File: src/rtl/sdram_lp_pkg.sv
package sdram_lp_pkg;

   // Entry mode; values double as the command code seen by the sequencer.
   typedef enum logic [1:0] {
      LP_OFF   = 2'd0,
      LP_SELF  = 2'd1,
      LP_PDOWN = 2'd2,
      LP_DEEP  = 2'd3
   } lp_mode_e;

   typedef enum logic [1:0] {
      ST_AWAKE  = 2'd0,
      ST_ASLEEP = 2'd1,
      ST_WAKING = 2'd2
   } lp_state_e;

endpackage

File: src/rtl/sdram_lp_mode_sel.sv
module sdram_lp_mode_sel
   import sdram_lp_pkg::*;
(
   input  logic [1:0] cfg,
   input  logic       dev_lp,
   output lp_mode_e   mode
);

   // Deep power-down only exists on low-power parts; otherwise stay off.
   always_comb begin
      mode = lp_mode_e'(cfg);
      if (cfg == 2'd3 && !dev_lp)
         mode = LP_OFF;
   end

endmodule

File: src/rtl/sdram_lp_idle_timer.sv
module sdram_lp_idle_timer #(
   parameter int P_SHORT = 64,
   parameter int P_LONG  = 128
) (
   input  logic       clk,
   input  logic       rst_n,
   input  logic       clear,
   input  logic [1:0] tmo_sel,
   output logic       expired
);

   localparam int CW = $clog2(P_LONG + 1);

   logic [CW-1:0] cnt;
   logic [CW-1:0] limit;

   generate
      if (P_SHORT < 1 || P_LONG <= P_SHORT) begin : g_bad_limits
         $error("idle timer: need 1 <= P_SHORT < P_LONG");
      end
   endgenerate

   always_comb begin
      case (tmo_sel)
         2'd1:    limit = CW'(P_SHORT);
         2'd2:    limit = CW'(P_LONG);
         default: limit = '0;
      endcase
   end

   // Saturates at the long limit so a long idle spell never wraps.
   always_ff @(posedge clk or negedge rst_n) begin
      if (!rst_n)
         cnt <= '0;
      else if (clear)
         cnt <= '0;
      else if (cnt != CW'(P_LONG))
         cnt <= cnt + 1'b1;
   end

   assign expired = (cnt >= limit);

endmodule

File: src/rtl/sdram_lp_exit_timer.sv
module sdram_lp_exit_timer #(
   parameter int P_W = 3
) (
   input  logic           clk,
   input  logic           rst_n,
   input  logic           load,
   input  logic [P_W-1:0] load_val,
   input  logic           run,
   output logic           done
);

   logic [P_W-1:0] cnt;

   always_ff @(posedge clk or negedge rst_n) begin
      if (!rst_n)
         cnt <= '0;
      else if (load)
         cnt <= load_val;
      else if (run && cnt != '0)
         cnt <= cnt - 1'b1;
   end

   assign done = (cnt == '0);

endmodule

File: src/rtl/sdram_lp_ctrl.sv
module sdram_lp_ctrl
   import sdram_lp_pkg::*;
#(
   parameter int P_TMO_SHORT = 64,
   parameter int P_TMO_LONG  = 128,
   parameter int P_SR_EXIT   = 6,
   parameter int P_PD_EXIT   = 1
) (
   input  logic       clk,
   input  logic       rst_n,
   input  logic [1:0] lp_cfg,
   input  logic [1:0] tmo_sel,
   input  logic       dev_is_lp,
   input  logic       acc_req,
   input  logic       xfer_done,
   output logic       cke,
   output logic       dev_clk_en,
   output logic       cmd_req,
   output logic [1:0] cmd_code,
   output logic       host_ready
);

   localparam int XMAX = (P_SR_EXIT > P_PD_EXIT) ? P_SR_EXIT : P_PD_EXIT;
   localparam int XW   = $clog2(XMAX + 1);

   generate
      if (P_SR_EXIT < 1 || P_PD_EXIT < 1) begin : g_bad_exit
         $error("lp ctrl: exit delays must be at least one cycle");
      end
   endgenerate

   lp_state_e state;
   lp_mode_e  held_mode;
   lp_mode_e  want_mode;
   logic      busy;
   logic      idle_clear;
   logic      idle_expired;
   logic      go_sleep;
   logic      wake;
   logic      exit_done;
   logic [XW-1:0] exit_val;
   logic      cmd_req_q;
   logic [1:0] cmd_code_q;

   sdram_lp_mode_sel u_mode (
      .cfg    (lp_cfg),
      .dev_lp (dev_is_lp),
      .mode   (want_mode)
   );

   sdram_lp_idle_timer #(
      .P_SHORT (P_TMO_SHORT),
      .P_LONG  (P_TMO_LONG)
   ) u_idle (
      .clk     (clk),
      .rst_n   (rst_n),
      .clear   (idle_clear),
      .tmo_sel (tmo_sel),
      .expired (idle_expired)
   );

   sdram_lp_exit_timer #(
      .P_W (XW)
   ) u_exit (
      .clk      (clk),
      .rst_n    (rst_n),
      .load     (wake),
      .load_val (exit_val),
      .run      (state == ST_WAKING),
      .done     (exit_done)
   );

   // Any activity, or not being awake, holds the idle count at zero.
   assign idle_clear = (state != ST_AWAKE) || busy || acc_req;
   assign go_sleep   = (state == ST_AWAKE) && !idle_clear && idle_expired &&
                       (want_mode != LP_OFF);
   assign wake       = (state == ST_ASLEEP) &&
                       ((held_mode == LP_DEEP) ? (lp_cfg != 2'd3) : acc_req);
   assign exit_val   = (held_mode == LP_PDOWN) ? XW'(P_PD_EXIT - 1)
                                               : XW'(P_SR_EXIT - 1);

   always_ff @(posedge clk or negedge rst_n) begin
      if (!rst_n) begin
         state     <= ST_AWAKE;
         held_mode <= LP_OFF;
      end else begin
         case (state)
            ST_AWAKE: if (go_sleep) begin
               state     <= ST_ASLEEP;
               held_mode <= want_mode;
            end
            ST_ASLEEP: if (wake) state <= ST_WAKING;
            ST_WAKING: if (exit_done) state <= ST_AWAKE;
            default:   state <= ST_AWAKE;
         endcase
      end
   end

   // An access is in flight from its acceptance until its end pulse.
   always_ff @(posedge clk or negedge rst_n) begin
      if (!rst_n)
         busy <= 1'b0;
      else
         busy <= (busy && !xfer_done) || (acc_req && state == ST_AWAKE);
   end

   always_ff @(posedge clk or negedge rst_n) begin
      if (!rst_n) begin
         cmd_req_q  <= 1'b0;
         cmd_code_q <= 2'd0;
      end else begin
         cmd_req_q <= go_sleep;
         if (go_sleep)
            cmd_code_q <= want_mode;
      end
   end

   assign cke        = (state != ST_ASLEEP);
   assign dev_clk_en = !((state == ST_ASLEEP) && (held_mode != LP_PDOWN));
   assign host_ready = (state == ST_AWAKE);
   assign cmd_req    = cmd_req_q;
   assign cmd_code   = cmd_code_q;

endmodule

File: config.mk
export PLATFORM = sky130hd
export DESIGN_NAME = sdram_lp_ctrl
export DESIGN_NICKNAME = d
export VERILOG_FILES = /design/src/rtl/sdram_lp_pkg.sv /design/src/rtl/sdram_lp_mode_sel.sv /design/src/rtl/sdram_lp_idle_timer.sv /design/src/rtl/sdram_lp_exit_timer.sv /design/src/rtl/sdram_lp_ctrl.sv
export SDC_FILE = /design/constraint.sdc
export NUM_CORES = 1
export LEC_CHECK = 0
export ABC_AREA = 1
export ABC_CLOCK_PERIOD_IN_PS = 2900
export BUFFER_PORTS_ARGS = -buffer_cell sky130_fd_sc_hd__buf_2
export CAP_MARGIN = 0
export CORE_MARGIN = 2
export CORE_UTILIZATION = 40
export DETAILED_ROUTE_END_ITERATION = 16
export MAX_ROUTING_LAYER = met4
export PLACE_DENSITY_LB_ADDON = 0.2
export SYNTH_ARGS = -nofsm -noshare
export SYNTH_HDL_FRONTEND = slang
export SYNTH_SLANG_ARGS = --single-unit
File: constraint.sdc
create_clock -name clk -period 2.9 [get_ports clk]
set_input_delay 0.145 -clock clk [delete_from_list [all_inputs] [get_ports clk]]
set_output_delay 0.145 -clock clk [all_outputs]
set_load 0.05 [all_outputs]
## After elaboration in Yosys (flattened, before gate mapping)

Index checks and enable logic that the tools add are counted.

- Add/sub/neg operators: 2
- $mul: 0
- Div/mod/pow operators: 0
- $lt $le $gt $ge: 1
- Equal/unequal tests: 14
- Shift-type cells: 0
- Multiplexer cells: 12
- Bitwise gates (word level): 0
- Reduce and logical (&&, ||, !) cells: 25

Operators with widths:

| operator | count |
|---|---|
| 8-bit 2-to-1 mux | 2 |
| 8-bit one-hot mux with 2 select lines | 1 |
| 2-bit == test (second input constant) | 5 |
| 1-bit logical AND | 9 |
| 3-bit 2-to-1 mux | 3 |
| 8-bit by 1-bit adder with 8-bit output (second input constant) | 1 |
| 8-bit >= comparator | 1 |
| 2-bit 2-to-1 mux | 4 |
| 8-bit inequality test (second input constant) | 1 |
| 2-bit nonzero test | 4 |
| 2-bit by 1-bit inequality test with 1-bit output (second input constant) | 3 |
| 2-bit inequality test (second input constant) | 3 |
| 2-bit one-hot mux with 3 select lines | 1 |
| 2-bit by 1-bit == test with 1-bit output (second input constant) | 2 |
| 1-bit zero test | 4 |
| 3-bit zero test | 1 |
| 1-bit logical OR | 3 |
| 3-bit AND reduction | 1 |
| 3-bit nonzero test | 1 |
| 3-bit by 1-bit subtractor with 3-bit output (second input constant) | 1 |
| 2-bit zero test | 1 |
| 2-bit AND reduction | 1 |
| 1-bit 2-to-1 mux | 1 |

- Bits in registers: 19
- Latch bits: 0
- RAM bits: 0
- Bits in read-only memories: 0
- Input bits: 9
- Output and inout port bits: 6
- Word-level logic and storage cells: 61
- Memories: 0

## Depth between registers and ports, before layout

- Word-level depth: 9
- Gate-level depth with buffers: 10

## By module

Synthesis repeated with hierarchy kept, for this count alone.

- Cells, all modules: 149
- Area total of the unflattened synthesis: 1,126.1 µm²

Modules (own cells, without submodules):

| module | times used | cells an instance | area each (µm²) |
|---|---|---|---|
| sdram_lp_idle_timer | 1 | 68 | 493.0 |
| sdram_lp_ctrl | 1 | 49 | 419.2 |
| sdram_lp_exit_timer | 1 | 27 | 192.7 |
| sdram_lp_mode_sel | 1 | 5 | 21.3 |

## Least setup slack after synthesis

No wires, ideal clock.

- Path type: reg-to-reg
- From: register state[1]
- To: register cmd_code_q[0] (netlist: cmd_code[0])
- Setup time: 119 ps
- Data arrival time: 1,231 ps
- Slack: 1,550 ps
- Cell stages (with the launch flop): 7
- Buffers on the path: 0
- Clock period less this slack: 1,350 ps
- Cells stage by stage: dfrtp_1 nor2_4 nand3_4 nor2_4 nand2_2 nand2_1 nand2_1

RTL lines:

| item | line | text |
|---|---|---|
| start, declared | sdram_lp_ctrl.sv:32 | `lp_state_e state;` |
| start signal, assigned | sdram_lp_ctrl.sv:84 | `state <= ST_AWAKE;` |
| start signal, assigned | sdram_lp_ctrl.sv:89 | `state <= ST_ASLEEP;` |
| start signal, assigned | sdram_lp_ctrl.sv:92 | `ST_ASLEEP: if (wake) state <= ST_WAKING;` |
| 2-bit zero test | -- |  |
| named net host_ready | sdram_lp_ctrl.sv:20 | `output logic host_ready` |
| 1-bit logical AND (3 in a row) | sdram_lp_ctrl.sv:75 | `assign go_sleep = (state == ST_AWAKE) && !idle_clear && idle_expired &&` |
| end signal, assigned | sdram_lp_ctrl.sv:114 | `cmd_code_q <= want_mode;` |
| end, declared | sdram_lp_ctrl.sv:43 | `logic [1:0] cmd_code_q;` |

The timed path passes the listed nets, and every way through them passes these cells.
A chain may end at the register's enable or synchronous reset.

## Final worst setup path

- From: register state[1]
- To: output port dev_clk_en

- Word-level cells in the longest chain between the ends: 3

RTL lines:

| item | line | text |
|---|---|---|
| 2-bit by 1-bit == test with 1-bit output | sdram_lp_ctrl.sv:119 | `assign dev_clk_en = !((state == ST_ASLEEP) && (held_mode != LP_PDOWN));` |
| 1-bit logical AND | sdram_lp_ctrl.sv:119 |  |
| 1-bit zero test | sdram_lp_ctrl.sv:119 |  |
| end, declared | sdram_lp_ctrl.sv:17 | `output logic dev_clk_en,` |

Every way passes these cells.

==> flow_metrics.env <==
export IMPL_yosysWarnings=0
export IMPL_clock_sinks=19
export IMPL_fin_util_pct=48.8
export IMPL_startpoint="state[1]"
export IMPL_rsz0062_at_grt="false"
export IMPL_setup_tns_ns=0
export IMPL_p_int_w=0.000538
export IMPL_cts_resized=0
export IMPL_dr_first_iter_drc_count=9
export IMPL_leakage_nw=0.693
export IMPL_maxSlewViolCount=0
export IMPL_muxShareOfSynthArea_pct=0
export IMPL_via_per_inst=4.86
export IMPL_cp_end_kind="primary output"
export IMPL_synth_compound_area_share_pct=7.99
export IMPL_setup_viol=0
export IMPL_crit_family="flip-flops"
export IMPL_core_um2=2540
export IMPL_synth_fa_ha_area_share_pct=6.85
export IMPL_min_from="xfer_done"
export IMPL_syn_nets=154
export IMPL_r2r_start="u_idle.cnt[6]"
export IMPL_slowest_delay_ns=0.42
export IMPL_synthCells=139
export IMPL_seq_power_share_pct=38.3
export IMPL_drive_above_1_share_pct=20.3
export IMPL_fin_crit_sh_pct=48.4
export IMPL_die_w_um=56.3
export IMPL_path_max_fanout=4
export IMPL_yosys_area_share_simple_pct=31.1
export IMPL_holdWs_ns=0.0315
export IMPL_pre_cts_ws_ns=1.49
export IMPL_crit_slowest_cell="dfrtp_1"
export IMPL_fp_dieH_um=56.3
export IMPL_path_clk_slew_ns=0.10
export IMPL_numCtsBuffers=3
export IMPL_dp_cells=183
export IMPL_initial_utilization_pct=43.1
export IMPL_hold_viol=0
export IMPL_postSynthAreaPerCell_um2=7.89
export IMPL_worst_pin_slew_ns=0.440
export IMPL_root_buffer="clkbuf_4"
export IMPL_max_freq_ghz=0.712
export IMPL_syn2layout_area_growth_pct=13.2
export IMPL_num_vias=914
export IMPL_yosysUniqueCellTypes=24
export IMPL_slew_headroom_pct=70.7
export IMPL_io_buffers=14
export IMPL_power_switching_w=0.000481
export IMPL_clk_latency_ns=0.30
export IMPL_place_gp_congestion=0.778
export IMPL_clockBufferDepth=2
export IMPL_arrival_ns=1.26
export IMPL_crit_path_start_kind="register"
export IMPL_layout_nets=174
export IMPL_drc=0
export IMPL_cts_tree="yes"
export IMPL_grt_pass1_vias=832
export IMPL_swShare_pct=47.2
export IMPL_required_ns=2.76
export IMPL_diodes=0
export IMPL_ctsHoldBuffers=1
export IMPL_synth_area_um2=1100
export IMPL_drtAntennaViolNets=0
export IMPL_synth_top_family_by_area="simple AND/OR/NAND/NOR gates"
export IMPL_grt_overflow=0
export IMPL_cp_common_cell="inv_1"
export IMPL_worstSetupPathType="register to primary output"
export IMPL_firstDrtPassIters=5
export IMPL_wl_mm=1.94
export IMPL_stdcell_count=188
export IMPL_dp_hpwl_mm=1.52
export IMPL_grt_usage_pct=13.9
export IMPL_ys_seq_area_share_pct=43.4
export IMPL_min_path_type="input pin to register"
export IMPL_rrSetupSlack_ns=1.50
export IMPL_wl_per_cell_um=10.3
export IMPL_cts_max_level=1
export IMPL_fin_skew_ns=0.00899
export IMPL_rows=18
export IMPL_cap_viol_max_count=0
export IMPL_ir_drop_v=0.000604
export IMPL_post_cts_setup_buffers=0
export IMPL_fin_ws_ns=1.50
export IMPL_cp_cell_sequence="inv_1, nand2_2, a21oi_2, inv_1, buf_2"
export IMPL_ys_ff_latch=19
export IMPL_grt_first_pass_wirelength_mm=3.44
export IMPL_synthXorXnorAreaFrac_pct=0.799
export IMPL_critPathBufInv=3
export IMPL_die_area_um2=3170
export IMPL_status="complete, no violations"
export IMPL_grt_start_max_net_pins=20
export IMPL_num_io_pins=15
export IMPL_powerDensity_nw_per_um2=821
export IMPL_period_needed_ns=1.40
export IMPL_antenna_found_initial=0
export IMPL_comb_power_share_pct=48.6
export IMPL_clkPwrFrac_pct=13.1
cell usage in the layout (no fill, tap or decap):
cell type / synthesis / layout
nand3_4: 1 / 1
dfrtp_1: 19 / 19
nor3_1: 3 / 3
inv_2: 2 / 2
nor2_1: 12 / 12
clkbuf_4: 0 / 3
nand2_4: 1 / 1
nand3_1: 3 / 3
dlygate4sd3_1: 0 / 1
o21ai_4: 1 / 1
o22ai_1: 1 / 1
nand2_1: 37 / 37
nor4_1: 1 / 1
nor2_2: 2 / 2
nand3_2: 1 / 1
nand2_2: 3 / 3
clkinv_2: 0 / 1
ha_1: 6 / 6
inv_1: 27 / 27
xor2_1: 1 / 1
nand3b_1: 2 / 2
a21oi_1: 4 / 4
nor2_4: 2 / 2
a31oi_1: 1 / 1
buf_2: 0 / 14
nand4_1: 2 / 2
a21oi_2: 1 / 1
o21ai_0: 6 / 6
metal layers:
metal	vias up	wire length, um	track usage [%]
li1	467	-	-
met1	430	940	17.6
met2	15	891	22.2
met3	2	91	4.61
met4	0	15	2.04
met5	-	0	-
power groups by stage:
stage | combinational, W | sequential (W) | clock [W]
floorplan | 0.000346 | 0.000446 | 0
global placement | 0.000492 | 0.000395 | 0
detailed placement | 0.000500 | 0.000397 | 0
CTS | 0.000503 | 0.000392 | 0.000144
global route | 0.000561 | 0.000400 | 0.000154
finish | 0.000495 | 0.000391 | 0.000134
metrics by stage:
| step | power (W) | area (um^2) |
|---|---|---|
| 6_report | 0.00102 | 1240 |
| 5_1_grt | 0.00112 | 1240 |
| 4_1_cts | 0.00104 | 1240 |
| 3_5_place_dp | 0.000897 | 1200 |
| 3_3_place_gp | 0.000887 | 1200 |
| 2_1_floorplan | 0.000791 | 1100 |
cell families after synthesis:
family                   after synthesis
AO/OA/AOI/OAI                         14
flip-flops                            19
AND/OR/NAND/NOR                       70
buffers and inverters                 29
XOR/XNOR                               1
adder cells (fa/ha/maj)                6
cell type report:
| cell class | instances | area, um^2 |
|---|---|---|
| Clock buffer | 3 | 22.5 |
| Clock inverter | 1 | 5.00 |
| Fill cell | 265 | 1300 |
| Inverter | 29 | 109 |
| Multi-Input combinational cell | 91 | 512 |
| Sequential cell | 19 | 475 |
| Tap cell | 30 | 37.5 |
| Timing Repair Buffer | 15 | 80.1 |
cell usage after synthesis:
master / number / area, um^2
o21ai_0: 6 / 30.0
inv_1: 27 / 101
dfrtp_1: 19 / 475
a31oi_1: 1 / 6.26
nand2_1: 37 / 139
nor2_2: 2 / 12.5
nand2_4: 1 / 11.3
a21oi_2: 1 / 8.76
ha_1: 6 / 75.1
nor4_1: 1 / 6.26
nand2_2: 3 / 18.8
nor3_1: 3 / 15.0
a21oi_1: 4 / 20.0
nand3_1: 3 / 15.0
xor2_1: 1 / 8.76
o21ai_4: 1 / 16.3
inv_2: 2 / 7.51
o22ai_1: 1 / 6.26
nor2_1: 12 / 45.0
nand3b_1: 2 / 15.0
nand3_4: 1 / 17.5
nand4_1: 2 / 12.5
nor2_4: 2 / 22.5
nand3_2: 1 / 10.0
final timing paths:
kind	end	cells past startpoint
max reg2reg	held_mode[1]	9
min in group asynchronous	u_idle.cnt[2]	2
max	dev_clk_en	5
min reg2reg	cmd_code[0]	2
max in group asynchronous	state[1]	2
min	busy	2
flip-flops by register name, summed over array words and instances (netlist names):
signal and flops:
cmd_req 1, busy 1, u_exit.cnt 3, held_mode 2
u_idle.cnt 8, state 2, cmd_code 2
(Power assumes the default switching activity.)
